**config.mk**
```make
export PLATFORM = sky130hd
export DESIGN_NAME = cond_fork_merge
export DESIGN_NICKNAME = d
export VERILOG_FILES = /design/src/rtl/cfm_pkg.sv /design/src/rtl/cfm_tag_fifo.sv /design/src/rtl/cfm_fork.sv /design/src/rtl/cfm_merge.sv /design/src/rtl/cond_fork_merge.sv
export SDC_FILE = /design/constraint.sdc
export NUM_CORES = 1
export LEC_CHECK = 0
export ABC_AREA = 1
export BUFFER_PORTS_ARGS = -buffer_cell sky130_fd_sc_hd__buf_2
export CAP_MARGIN = 40
export CORE_MARGIN = 2
export CORE_UTILIZATION = 40
export CTS_CLUSTER_SIZE = 28
export DETAILED_ROUTE_END_ITERATION = 8
export GPL_TIMING_DRIVEN = 0
export PLACE_DENSITY = 0.72
export SLEW_MARGIN = 15
export SYNTH_ARGS = -nofsm -noshare
export SYNTH_HDL_FRONTEND = slang
export SYNTH_SLANG_ARGS = --single-unit
```
**constraint.sdc**
```tcl
create_clock -name clk -period 1.76 [get_ports clk]
set_clock_uncertainty 0.2 [all_clocks]
set_input_delay 0.176 -clock clk [delete_from_list [all_inputs] [get_ports clk]]
set_output_delay 0.176 -clock clk [all_outputs]
set_load 0.005 [all_outputs]
```
**src/rtl/cfm_pkg.sv**
```systemverilog
package cfm_pkg;
  typedef enum logic {
    BR_ELSE = 1'b0,
    BR_THEN = 1'b1
  } branch_e;
endpackage

```
**src/rtl/cfm_tag_fifo.sv**
```systemverilog
// Decision queue: one entry per accepted context in ordered mode.
// DEPTH must be a power of two, at least 2.
module cfm_tag_fifo
  import cfm_pkg::*;
#(
  parameter int DEPTH = 8
) (
  input  logic    clk,
  input  logic    rst,
  input  logic    push,
  input  branch_e push_tag,
  input  logic    pop,
  output branch_e head_tag,
  output logic    empty,
  output logic    full
);
  localparam int AW = $clog2(DEPTH);

  branch_e       mem [DEPTH];
  logic [AW:0]   wr_q, rd_q;

  assign empty    = (wr_q == rd_q);
  assign full     = (wr_q[AW] != rd_q[AW]) && (wr_q[AW-1:0] == rd_q[AW-1:0]);
  assign head_tag = mem[rd_q[AW-1:0]];

  // storage has no reset so it can map to RAM
  always_ff @(posedge clk) begin
    if (push && !full) mem[wr_q[AW-1:0]] <= push_tag;
  end

  always_ff @(posedge clk) begin
    if (rst) begin
      wr_q <= '0;
      rd_q <= '0;
    end else begin
      if (push && !full) wr_q <= wr_q + 1'b1;
      if (pop && !empty) rd_q <= rd_q + 1'b1;
    end
  end
endmodule

```
**src/rtl/cfm_fork.sv**
```systemverilog
// Dispatch: one context goes to exactly one path, only when both the
// chosen path and the decision queue accept in the same cycle.
module cfm_fork
  import cfm_pkg::*;
#(
  parameter int DATA_W = 16
) (
  input  logic              in_valid,
  input  logic [DATA_W-1:0] in_data,
  input  logic              in_cond,
  input  logic              tag_room,
  output logic              in_ready,
  output logic              accept,
  output branch_e           accept_tag,
  output logic              then_tx_valid,
  input  logic              then_tx_ready,
  output logic [DATA_W-1:0] then_tx_data,
  output logic              else_tx_valid,
  input  logic              else_tx_ready,
  output logic [DATA_W-1:0] else_tx_data
);
  branch_e sel;

  always_comb begin
    sel           = in_cond ? BR_THEN : BR_ELSE;
    then_tx_valid = in_valid && tag_room && (sel == BR_THEN);
    else_tx_valid = in_valid && tag_room && (sel == BR_ELSE);
    in_ready      = tag_room && ((sel == BR_THEN) ? then_tx_ready : else_tx_ready);
    accept        = in_valid && in_ready;
    accept_tag    = sel;
  end

  assign then_tx_data = in_data;
  assign else_tx_data = in_data;
endmodule

```
**src/rtl/cfm_merge.sv**
```systemverilog
// Rejoin: picks one return port per cycle into a registered output.
module cfm_merge
  import cfm_pkg::*;
#(
  parameter int DATA_W = 16
) (
  input  logic              clk,
  input  logic              rst,
  input  logic              keep_order,
  input  logic              head_valid,
  input  branch_e           head_tag,
  input  logic              then_rx_valid,
  output logic              then_rx_ready,
  input  logic [DATA_W-1:0] then_rx_data,
  input  logic              else_rx_valid,
  output logic              else_rx_ready,
  input  logic [DATA_W-1:0] else_rx_data,
  output logic              pop,
  output logic              out_valid,
  input  logic              out_ready,
  output logic [DATA_W-1:0] out_data
);
  logic              valid_q;
  logic [DATA_W-1:0] data_q;
  logic              load, take_then, take_else;

  assign load = !valid_q || out_ready;

  always_comb begin
    if (keep_order) begin
      then_rx_ready = load && head_valid && (head_tag == BR_THEN);
      else_rx_ready = load && head_valid && (head_tag == BR_ELSE);
    end else begin
      then_rx_ready = load;
      else_rx_ready = load && !then_rx_valid;
    end
    take_then = then_rx_valid && then_rx_ready;
    take_else = else_rx_valid && else_rx_ready;
    pop       = keep_order && (take_then || take_else);
  end

  always_ff @(posedge clk) begin
    if (rst) valid_q <= 1'b0;
    else if (load) valid_q <= take_then || take_else;
  end

  always_ff @(posedge clk) begin
    if (take_then) data_q <= then_rx_data;
    else if (take_else) data_q <= else_rx_data;
  end

  assign out_valid = valid_q;
  assign out_data  = data_q;
endmodule

```
**src/rtl/cond_fork_merge.sv**
```systemverilog
module cond_fork_merge
  import cfm_pkg::*;
#(
  parameter int DATA_W    = 16,
  parameter int TAG_DEPTH = 8
) (
  input  logic              clk,
  input  logic              rst,
  input  logic              keep_order,
  input  logic              in_valid,
  output logic              in_ready,
  input  logic [DATA_W-1:0] in_data,
  input  logic              in_cond,
  output logic              then_tx_valid,
  input  logic              then_tx_ready,
  output logic [DATA_W-1:0] then_tx_data,
  input  logic              then_rx_valid,
  output logic              then_rx_ready,
  input  logic [DATA_W-1:0] then_rx_data,
  output logic              else_tx_valid,
  input  logic              else_tx_ready,
  output logic [DATA_W-1:0] else_tx_data,
  input  logic              else_rx_valid,
  output logic              else_rx_ready,
  input  logic [DATA_W-1:0] else_rx_data,
  output logic              out_valid,
  input  logic              out_ready,
  output logic [DATA_W-1:0] out_data
);
  logic    tag_room, accept, tag_push, tag_pop, tag_empty, tag_full;
  branch_e accept_tag, head_tag;

  assign tag_room = !keep_order || !tag_full;
  assign tag_push = keep_order && accept;

  cfm_fork #(.DATA_W(DATA_W)) u_fork (
    .in_valid     (in_valid),
    .in_data      (in_data),
    .in_cond      (in_cond),
    .tag_room     (tag_room),
    .in_ready     (in_ready),
    .accept       (accept),
    .accept_tag   (accept_tag),
    .then_tx_valid(then_tx_valid),
    .then_tx_ready(then_tx_ready),
    .then_tx_data (then_tx_data),
    .else_tx_valid(else_tx_valid),
    .else_tx_ready(else_tx_ready),
    .else_tx_data (else_tx_data)
  );

  cfm_tag_fifo #(.DEPTH(TAG_DEPTH)) u_tags (
    .clk     (clk),
    .rst     (rst),
    .push    (tag_push),
    .push_tag(accept_tag),
    .pop     (tag_pop),
    .head_tag(head_tag),
    .empty   (tag_empty),
    .full    (tag_full)
  );

  cfm_merge #(.DATA_W(DATA_W)) u_merge (
    .clk          (clk),
    .rst          (rst),
    .keep_order   (keep_order),
    .head_valid   (!tag_empty),
    .head_tag     (head_tag),
    .then_rx_valid(then_rx_valid),
    .then_rx_ready(then_rx_ready),
    .then_rx_data (then_rx_data),
    .else_rx_valid(else_rx_valid),
    .else_rx_ready(else_rx_ready),
    .else_rx_data (else_rx_data),
    .pop          (tag_pop),
    .out_valid    (out_valid),
    .out_ready    (out_ready),
    .out_data     (out_data)
  );
endmodule

```
Yosys cells after proc, flatten, opt, wreduce, memory -nomap -nowiden:

Memory sizes are Yosys's and may differ from the RTL's. A register that Yosys moved wholly into a read port is not among the register bits.
Index checks and enable logic that the tools add are counted.

* $add $sub $neg: 2
* multipliers: 0
* div/mod/pow operators: 0
* order comparisons: 0
* eq/ne operators: 3
* shift-type cells: 0
* muxes and demuxes: 10
* bitwise logic cells: 2
* reduce and logical (&&, ||, !) cells: 25

Operator list (count)
* 16-bit 2-to-1 mux: 2
* 1-bit logical AND: 16
* 4-bit by 1-bit adder with 4-bit output (second input constant): 2
* 1-bit 2-to-1 mux: 6
* 3-bit 2-to-1 mux: 2
* 1-bit logical NOT: 5
* 4-bit equality test: 1
* 3-bit equality test: 1
* 1-bit logical OR: 3
* 1-bit inverter: 2
* 2-bit nonzero test: 1
* 1-bit != test: 1

* register bits: 25
* bits in latches: 0
* RAM bits: 8
* memory bits (read-only): 0
* input port bits: 58
* output and inout bits: 54
* word-level logic and storage cells: 47
* memories: 1

Memories
* u_tags.mem: depth 8, bits a word 1, read ports 1, clocked after memory_dff 1, write ports 1, line cfm_tag_fifo.sv:19 `branch_e mem [DEPTH];`

Logic depth before layout (Yosys ltp):

Gate-level depths: netlist of the first run.

* word-level depth: 11
* gate-level depth with buffers: 13

Cells and area by module:

A second synthesis of the first run with hierarchy kept.

* cell total of the unflattened synthesis: 262
* area total of the unflattened synthesis: 2169.6 um^2

By module, submodules not included
* cfm_tag_fifo: instances 1, cells an instance 125, area each 960.9 um^2
* cfm_merge: instances 1, cells an instance 88, area each 887.1 um^2
* cfm_fork: instances 1, cells an instance 45, area each 306.5 um^2
* cond_fork_merge: instances 1, cells an instance 4, area each 15.0 um^2

Worst setup path before layout of the first run:

Ideal clock, no wire load.

* kind: register to register
* from: register u_tags.wr_q[0]
* to: register u_merge.data_q[0] (netlist: u_merge.out_data[0]) (data pin)
* library setup time: 260 ps
* data arrival time: 1391 ps
* data required time: 1300 ps
* path slack: -92 ps
* stages on the path, launching flop included: 11
* buffers on the path: 1
* period minus slack after synthesis: 1852 ps
* cells stage by stage: dfxtp_1 > inv_1 > nand2_1 > nand2_1 > nor2_2 > a21oi_2 > nand2_2 > nand2_4 > nand2_8 > buf_12 > mux2_4

* cells in the longest elaborated chain, start to end: 7

RTL lines
* start: declaration: line cfm_tag_fifo.sv:20 `logic [AW:0] wr_q, rd_q;`
* start signal: assignment: line cfm_tag_fifo.sv:36 `if (push && !full) wr_q <= wr_q + 1'b1;`
* 4-bit equality test: line cfm_tag_fifo.sv:22 `assign empty = (wr_q == rd_q);`
* 1-bit logical NOT: line cond_fork_merge.sv:67 `.head_valid (!tag_empty),`
* 1-bit logical AND (2 in a row): line cfm_merge.sv:31 `then_rx_ready = load && head_valid && (head_tag == BR_THEN);`
* 1-bit 2-to-1 mux: line cfm_merge.sv:30 `if (keep_order) begin`
* via then_rx_ready: line cond_fork_merge.sv:18 `output logic then_rx_ready,`
* 1-bit logical AND: line cfm_merge.sv:37 `take_then = then_rx_valid && then_rx_ready;`
* 16-bit 2-to-1 mux: line cfm_merge.sv:48 `if (take_then) data_q <= then_rx_data;`
* end signal: assignment: line cfm_merge.sv:48
* end signal: assignment: line cfm_merge.sv:49 `else if (take_else) data_q <= else_rx_data;`
* end: declaration: line cfm_merge.sv:24 `logic [DATA_W-1:0] data_q;`

The timed path passes the listed nets, and every way through them passes these cells.
A chain may end at the register's enable or synchronous reset.

Worst setup path after layout of the first run:

* from: register u_tags.rd_q[0]
* to: output port then_tx_valid

* cells in the longest elaborated chain, start to end: 6

RTL lines
* start: declaration: line cfm_tag_fifo.sv:20
* start signal: assignment: line cfm_tag_fifo.sv:37 `if (pop && !empty) rd_q <= rd_q + 1'b1;`
* 3-bit equality test: line cfm_tag_fifo.sv:23 `assign full = (wr_q[AW] != rd_q[AW]) && (wr_q[AW-1:0] == rd_q[AW-1:0]);`
* 1-bit logical AND: line cfm_tag_fifo.sv:23
* 1-bit logical NOT: line cond_fork_merge.sv:33 `assign tag_room = !keep_order || !tag_full;`
* 1-bit logical OR: line cond_fork_merge.sv:33
* 1-bit logical AND (2 in a row): line cfm_fork.sv:26 `then_tx_valid = in_valid && tag_room && (sel == BR_THEN);`
* end: declaration: line cond_fork_merge.sv:14 `output logic then_tx_valid,`

Every way passes these cells.

==> reports/metrics.cfg, run 1 <==
[run_status]
status = finished with violations
violations = setup timing

[clock_tree]
htreeDepth = 2
cts_root_buf = clkbuf_8
cts_buffer_depth = 2
worstSkewPairLatency_ps = 290
clk_pin_slew_worst_paths_ps = 60
cts.sinks = 36
cts_tree = done
cts_buffers = 5

[die]
fp.dieW_um = 75.73
die_height_um = 75.73
start_util_pct = 40.82
ios = 112
core_mm2 = 0.005042
dieArea_mm2 = 0.005735
row_count = 26

[timing]
slew_headroom_pct = 61.64
period_needed_ps = 2045
fmax_mhz = 489.0
finalMaxSlewViolations = 0
setup_ws_ps = -284.9
hold_violations = 0
whs_ps = 7.480
period_share_pct = 116.2
tns_ps = -7241
setup_violations = 45
tightest_slew_ps = 575.4
rsz0062_at_grt = yes

[synthesis]
synth_area_leaders = edfxtp_1, dfxtp_1, buf_4
synth-seq-cells = 36
synth_edf_count = 24
avgSynthCellArea_um2 = 9.573
async_reset_ff_share_pct = 0
netlist_instances = 215
synth_ff_type = edfxtp_1
yosysUniqueCellTypes = 27
synth_area_mm2 = 0.002058
synth_nets = 275
synth_top_area_cell = edfxtp_1
synth_sequential_area_ratio_pct = 46.69
yosys_warnings = 0
synth_most_common_cell = nand2_1
synth_top_cell_area_share_pct = 35.02
yosys-top-cells-count = nand2_1, buf_4, inv_1

[critical_path]
cp_cell_sequence = inv_2, nand2_2, nand2_2, nor2_4, nand4_1, or2_4, nand2_4, nor2_2, buf_2
critPathMaxFanout = 5
startpoint_type = register
worstSetupPathType = reg2out
reg2reg_depth = 10
crit_path_end_kind = output pin
cpMostUsedCell = nand2_2
slowest_stage = dfxtp_4
cp_data_required_time_ps = 1380
worst_ep_arrival_time_ps = 1670
worst_path_largest_cell_delay_ps = 380

[layout]
finish.instance_area_mm2 = 0.003557
synthToLayoutAreaGrowth_pct = 72.83
drive_above_1_share_pct = 66.30
fin_nets = 428
final.fill_count = 340
n_antenna_cell = 0

[routing]
firstDrtPassIters = 4
ant_nets = 0
viasPerCell = 4.731
wire_per_inst_um = 15.55
drc = 0
drt_iter0_markers = 80
wl_um = 6812
via_count = 2072

[min_path]
min_path_type = in2reg
worstHoldPathCells = 2

[global_routing]
grt_antenna_before_repair = 0
grt_pass1_vias = 1737
grt_max_degree = 12
track_usage_pct = 18.43
gr-total-overflow = 0
grt_pass1_wl_um = 7762

[place]
dp_hpwl_um = 3415
place.gp.congestion = 0.8167
port_buffers = 93
placed_area_mm2 = 0.002623

[power]
vdd_drop_max_mv = 0.5797
p_leak_nw = 1.695
p_per_area_mw_per_mm2 = 632.0

[flow_run]
cap_violations = 0

what timing repair did:
item                       CTS  global route
setup endpoints to repair   45            56
setup buffers               12             9
hold buffers                23             6
pin swaps                    8            25
hold endpoints to repair    20             4
gates cloned                 3             1
resized for setup           37            52
metal layers:
layer | up-vias | GRT usage (%) | wire (um)
met4 | 0 | 6.433 | 256
met1 | 990 | 19.73 | 2414
met3 | 22 | 3.704 | 300
met2 | 91 | 35.56 | 3841
li1 | 969 | - | -
met5 | - | 0 | 0
final timing paths:
path	to	slack, ps	from
setup / recovery	then_tx_valid	-280	u_tags.rd_q[0]
hold / removal	u_merge.out_data[15]	7	then_rx_data[15]
setup reg to reg	u_merge.out_data[1]	-240	u_tags.rd_q[2]
hold reg to reg	u_tags.wr_q[3]	270	u_tags.wr_q[3]
cells in the final DEF, fill, tap and decap left out, types with 5 or more instances in the layout:
cell type,n
nand2_1,24
nor2_1,8
dfxtp_4,6
nand2_4,8
buf_4,43
inv_2,6
nand2_2,15
nand3_2,7
dlygate4sd3_1,29
clkbuf_8,5
a21oi_2,8
inv_1,18
mux2_4,14
nor2_4,5
buf_2,92
edfxtp_1,24
buf_6,7
nand2_8,6
critical path, delay by kind of cell (launching register included):
kind / cells / cell delay [ps]
AND/OR/NAND/NOR: 7 / 840
flip-flops: 1 / 380
buffers and inverters: 2 / 170
through the flow:
stage | util (%) | instances | setup WS (ps) | total power [mW]
after floorplan | - | 215 | -44.66 | 1.263
after global placement | 52.01 | 378 | -141.9 | 1.420
after detailed placement | 52.01 | 378 | -225.5 | 1.434
after CTS | 63.30 | 423 | -158.0 | 2.087
after global routing | 70.55 | 438 | -341.6 | 2.330
final | 70.55 | 438 | -284.9 | 2.248
cell families (layout without fill, tap and decap cells):
logic type      count (synthesis)  in the layout  synth area share [%]
xor+xnor                        2              2                0.8512
buf+inv                        63            213                 18.18
simple gates                   79             82                 18.18
mux                            16             16                 10.58
compound gates                 17             17                 4.316
flops                          36             36                 46.69
fa+ha+maj                       2              2                 1.216
layout make-up:
| type | instances | area [um^2] | share of cell area [%] |
|---|---|---|---|
| inverter | 28 | 115.1 | 3.236 |
| tap | 70 | 87.58 | 2.462 |
| timing repair buffer | 143 | 1007 | 28.32 |
| multi-input combinational | 119 | 1013 | 28.49 |
| clock buffer | 6 | 72.57 | 2.040 |
| clock inverter | 1 | 5.005 | 0.1407 |
| buffer | 35 | 269.0 | 7.562 |
| sequential | 36 | 987.2 | 27.75 |
flip-flops by register name, summed over array words and instances (netlist names), named ones only:
name and count:
u_merge.out_data 16, u_tags.mem 8, u_tags.rd_q 4, u_tags.wr_q 4, u_merge.out_valid 1
power breakdown:
part | total [mW] | switching [mW] | internal, mW
logic | 0.707 | 0.316 | 0.391
registers | 0.990 | 0.0255 | 0.965
clock network | 0.551 | 0.282 | 0.269
total | 2.25 | 0.623 | 1.63
(Power assumes the default switching activity.)
==> inputs of run 2 (changes only) <==
--- a/config.mk
+++ b/config.mk
@@ -5,15 +5,14 @@
 export SDC_FILE = /design/constraint.sdc
 export NUM_CORES = 1
 export LEC_CHECK = 0
-export ABC_AREA = 1
 export BUFFER_PORTS_ARGS = -buffer_cell sky130_fd_sc_hd__buf_2
 export CAP_MARGIN = 40
 export CORE_MARGIN = 2
-export CORE_UTILIZATION = 40
+export CORE_UTILIZATION = 44
 export CTS_CLUSTER_SIZE = 28
 export DETAILED_ROUTE_END_ITERATION = 8
 export GPL_TIMING_DRIVEN = 0
-export PLACE_DENSITY = 0.72
+export PLACE_DENSITY = 0.75
 export SLEW_MARGIN = 15
 export SYNTH_ARGS = -nofsm -noshare
 export SYNTH_HDL_FRONTEND = slang
==> constraint.sdc (replaced) <==
create_clock -name clk -period 1.9 [get_ports clk]
set_clock_uncertainty 0.2 [all_clocks]
set_input_delay 0.19 -clock clk [delete_from_list [all_inputs] [get_ports clk]]
set_output_delay 0.19 -clock clk [all_outputs]
set_load 0.005 [all_outputs]
==> reports/metrics.cfg, run 2 <==
[synthesis]
synth-seq-cells = 36  ; unchanged
avgSynthCellArea_um2 = 11.62  ; +21%
synth_sequential_area_ratio_pct = 47.26  ; +0.57 points
synth_area_leaders = edfxtp_1, dfxtp_1, buf_4
synth_ff_type = edfxtp_1
synth_most_common_cell = buf_4
synth_top_cell_area_share_pct = 35.45  ; +0.43 points
yosys-top-cells-count = buf_4, edfxtp_1, nor2_1
synth_edf_count = 24  ; unchanged
yosys_warnings = 0  ; unchanged
netlist_instances = 175  ; -19%
yosysUniqueCellTypes = 36  ; +33%
synth_nets = 235  ; -15%
synth_top_area_cell = edfxtp_1
synth_area_mm2 = 0.002033  ; -1.2%
async_reset_ff_share_pct = 0  ; unchanged

[critical_path]
worst_ep_arrival_time_ps = 2390  ; +720 ps
r2r-end = u_merge.out_data[14]
worst-path-buf-inv = 2  ; unchanged
critPathMaxFanout = 5  ; unchanged
startpoint_type = register
crit_family = multiplexers
reg2reg_depth = 7  ; -3
worstSetupPathType = reg2reg
worst_path_largest_cell_delay_ps = 490  ; +110 ps
crit_end = u_merge.out_data[14]
cp_cell_sequence = mux2_4, mux4_2, nor2b_4, o211a_1, buf_6, buf_12, mux2_4
cp_data_required_time_ps = 1730  ; +350 ps
cp_num_cells = 7  ; -2
slowest_stage = mux4_2
crit_path_end_kind = register
r2r_slack_ps = -660  ; -420 ps
cpMostUsedCell = mux2_4

[routing]
via_count = 1648  ; -20%
ant_nets = 0  ; unchanged
firstDrtPassIters = 4  ; unchanged
viasPerCell = 4.819  ; +1.9%
drc = 0  ; unchanged
drt_iter0_markers = 95  ; +19%
wl_um = 4748  ; -30%
wire_per_inst_um = 13.88  ; -11%

[die]
core_mm2 = 0.004414  ; -12%
start_util_pct = 46.06  ; +5.2 points
die_height_um = 71.98  ; -5.0%
dieArea_mm2 = 0.005180  ; -9.7%
row_count = 24  ; -7.7%
fp.dieW_um = 71.98  ; -5.0%
ios = 112  ; unchanged

[power]
p_leak_nw = 1.348  ; -20%
p_per_area_mw_per_mm2 = 603.8  ; -4.5%
vdd_drop_max_mv = 0.2544  ; -56%

[clock_tree]
cts_buffers = 5  ; unchanged
cts.sinks = 36  ; unchanged
htreeDepth = 2  ; unchanged
cts_buffer_depth = 2  ; unchanged
cts_tree = done
worstSkewPairLatency_ps = 280  ; about the same
clk_pin_slew_worst_paths_ps = 60  ; about the same
cts_root_buf = clkbuf_8

[layout]
final.fill_count = 310  ; -8.8%
largest_reg_flops = 16  ; unchanged
final_cell_mix = buf_2, buf_4, edfxtp_1
drive_above_1_share_pct = 68.28  ; +2.0 points
synthToLayoutAreaGrowth_pct = 47.94
regArea_um2 = 982.2  ; -0.51%
final_common_cell = buf_2
fin_nets = 350  ; -18%
multi_input_comb_area_um2 = 949.7  ; -6.3%
final_cells = 342  ; -22%
n_antenna_cell = 0  ; unchanged

[run_status]
status = finished with violations
violations = setup timing

[place]
dp.cells = 322  ; -15%
dp_hpwl_um = 3275  ; -4.1%
place.gp.congestion = 0.7942  ; -2.8%
place_ws_ps = -710.1  ; -484.6 ps
port_buffers = 95  ; +2.2%

[timing]
period_needed_ps = 2560
fmax_mhz = 390.7
setup_violations = 45  ; unchanged
rsz0062_at_grt = yes
slew_headroom_pct = 60.96  ; -0.68 points
tightest_slew_ps = 585.7  ; +10.23 ps
setup_ws_ps = -659.7  ; -374.8 ps
hold_violations = 0  ; unchanged
period_share_pct = 134.7
finalMaxSlewViolations = 0  ; unchanged

[min_path]
min_path_type = in2reg
worstHoldPathCells = 2  ; unchanged

[global_routing]
grt_antenna_before_repair = 0  ; unchanged
grt_max_degree = 15  ; +3
grt_pass1_wl_um = 6651  ; -14%
grt_pass1_vias = 1449  ; -17%
track_usage_pct = 17.20  ; -1.2 points
gr-total-overflow = 0  ; unchanged

[flow_run]
cap_violations = 0  ; unchanged

run 2: cell count changes in the layout (fill, tap and decap cells not counted), moves of 7 or more:
cell / delta
inv_1: -13
nand2b_1: +7
nand2_2: -14
dlygate4sd3_1: -27
nand2_4: -8
nand2_1: -19
nand3_2: -7
a21oi_2: -8
run 2: cell families (layout without fill, tap and decap cells):
family,count (synthesis),in the layout,share of synthesized area (%)
xor+xnor,7,7,3.015
fa+ha+maj,2,2,1.231
compound gates,14,14,4.800
simple gates,48,48,12.37
buf+inv,42,157,14.83
mux,26,26,16.49
flops,36,36,47.26
run 2: metal layers:
layer  routed length (um)  track usage (%)  vias to the layer above  share of wire [%]
met5                    0                0                        -                  0
met4                  134            7.338                        0                2.8
met3                  303            5.278                       11                6.4
met2                 2515            30.35                       74                 53
met1                 1793            19.20                      749                 38
li1                     -                -                      814                  -
run 2: where the power goes:
group	internal [mW]	switching (mW)	total, mW
clock	0.249	0.240	0.489
sequential	0.883	0.0147	0.898
combinational	0.257	0.172	0.429
total	1.39	0.427	1.82
run 2: worst min path at each step:
stage                           startpoint                   end  slack, ps
final                      else_rx_data[7]   u_merge.out_data[7]          6
after global routing      else_rx_data[10]  u_merge.out_data[10]          3
after CTS                  then_rx_data[3]   u_merge.out_data[3]        0.7
after detailed placement    u_tags.rd_q[3]        u_tags.rd_q[3]        300
after global placement      u_tags.rd_q[3]        u_tags.rd_q[3]        280
after floorplan                    in_cond         u_tags.mem[0]         90
run 2: timing repair:
item                       CTS  global route
gates cloned                 1             0
setup endpoints to repair   51            49
hold endpoints to repair     0             1
hold buffers                 0             2
pin swaps                   11             5
resized for setup           28            11
setup buffers               10             2
run 2: layout make-up:
cell class / instances / share of cell area (%)
Multi-Input combinational cell: 97 / 31.57
Inverter: 5 / 0.6240
Clock buffer: 6 / 2.413
Clock inverter: 1 / 0.1664
Sequential cell: 36 / 32.65
Timing Repair Buffer: 110 / 21.26
Tap cell: 52 / 2.163
Buffer: 35 / 9.151
run 2: metrics by stage:
stage / hold WS (ps) / util [%] / total power, mW / area [um^2] / setup TNS [ps]
3_5_place_dp: 295.3 / 58.99 / 1.267 / 2604 / -26890
4_1_cts: 0.6584 / 65.87 / 1.807 / 2908 / -22900
3_3_place_gp: 282.6 / 58.99 / 1.260 / 2604 / -26060
2_1_floorplan: 88.87 / - / 1.122 / 2063 / -18440
6_report: 5.779 / 68.14 / 1.816 / 3008 / -22590
5_1_grt: 2.618 / 68.14 / 1.891 / 3008 / -25270
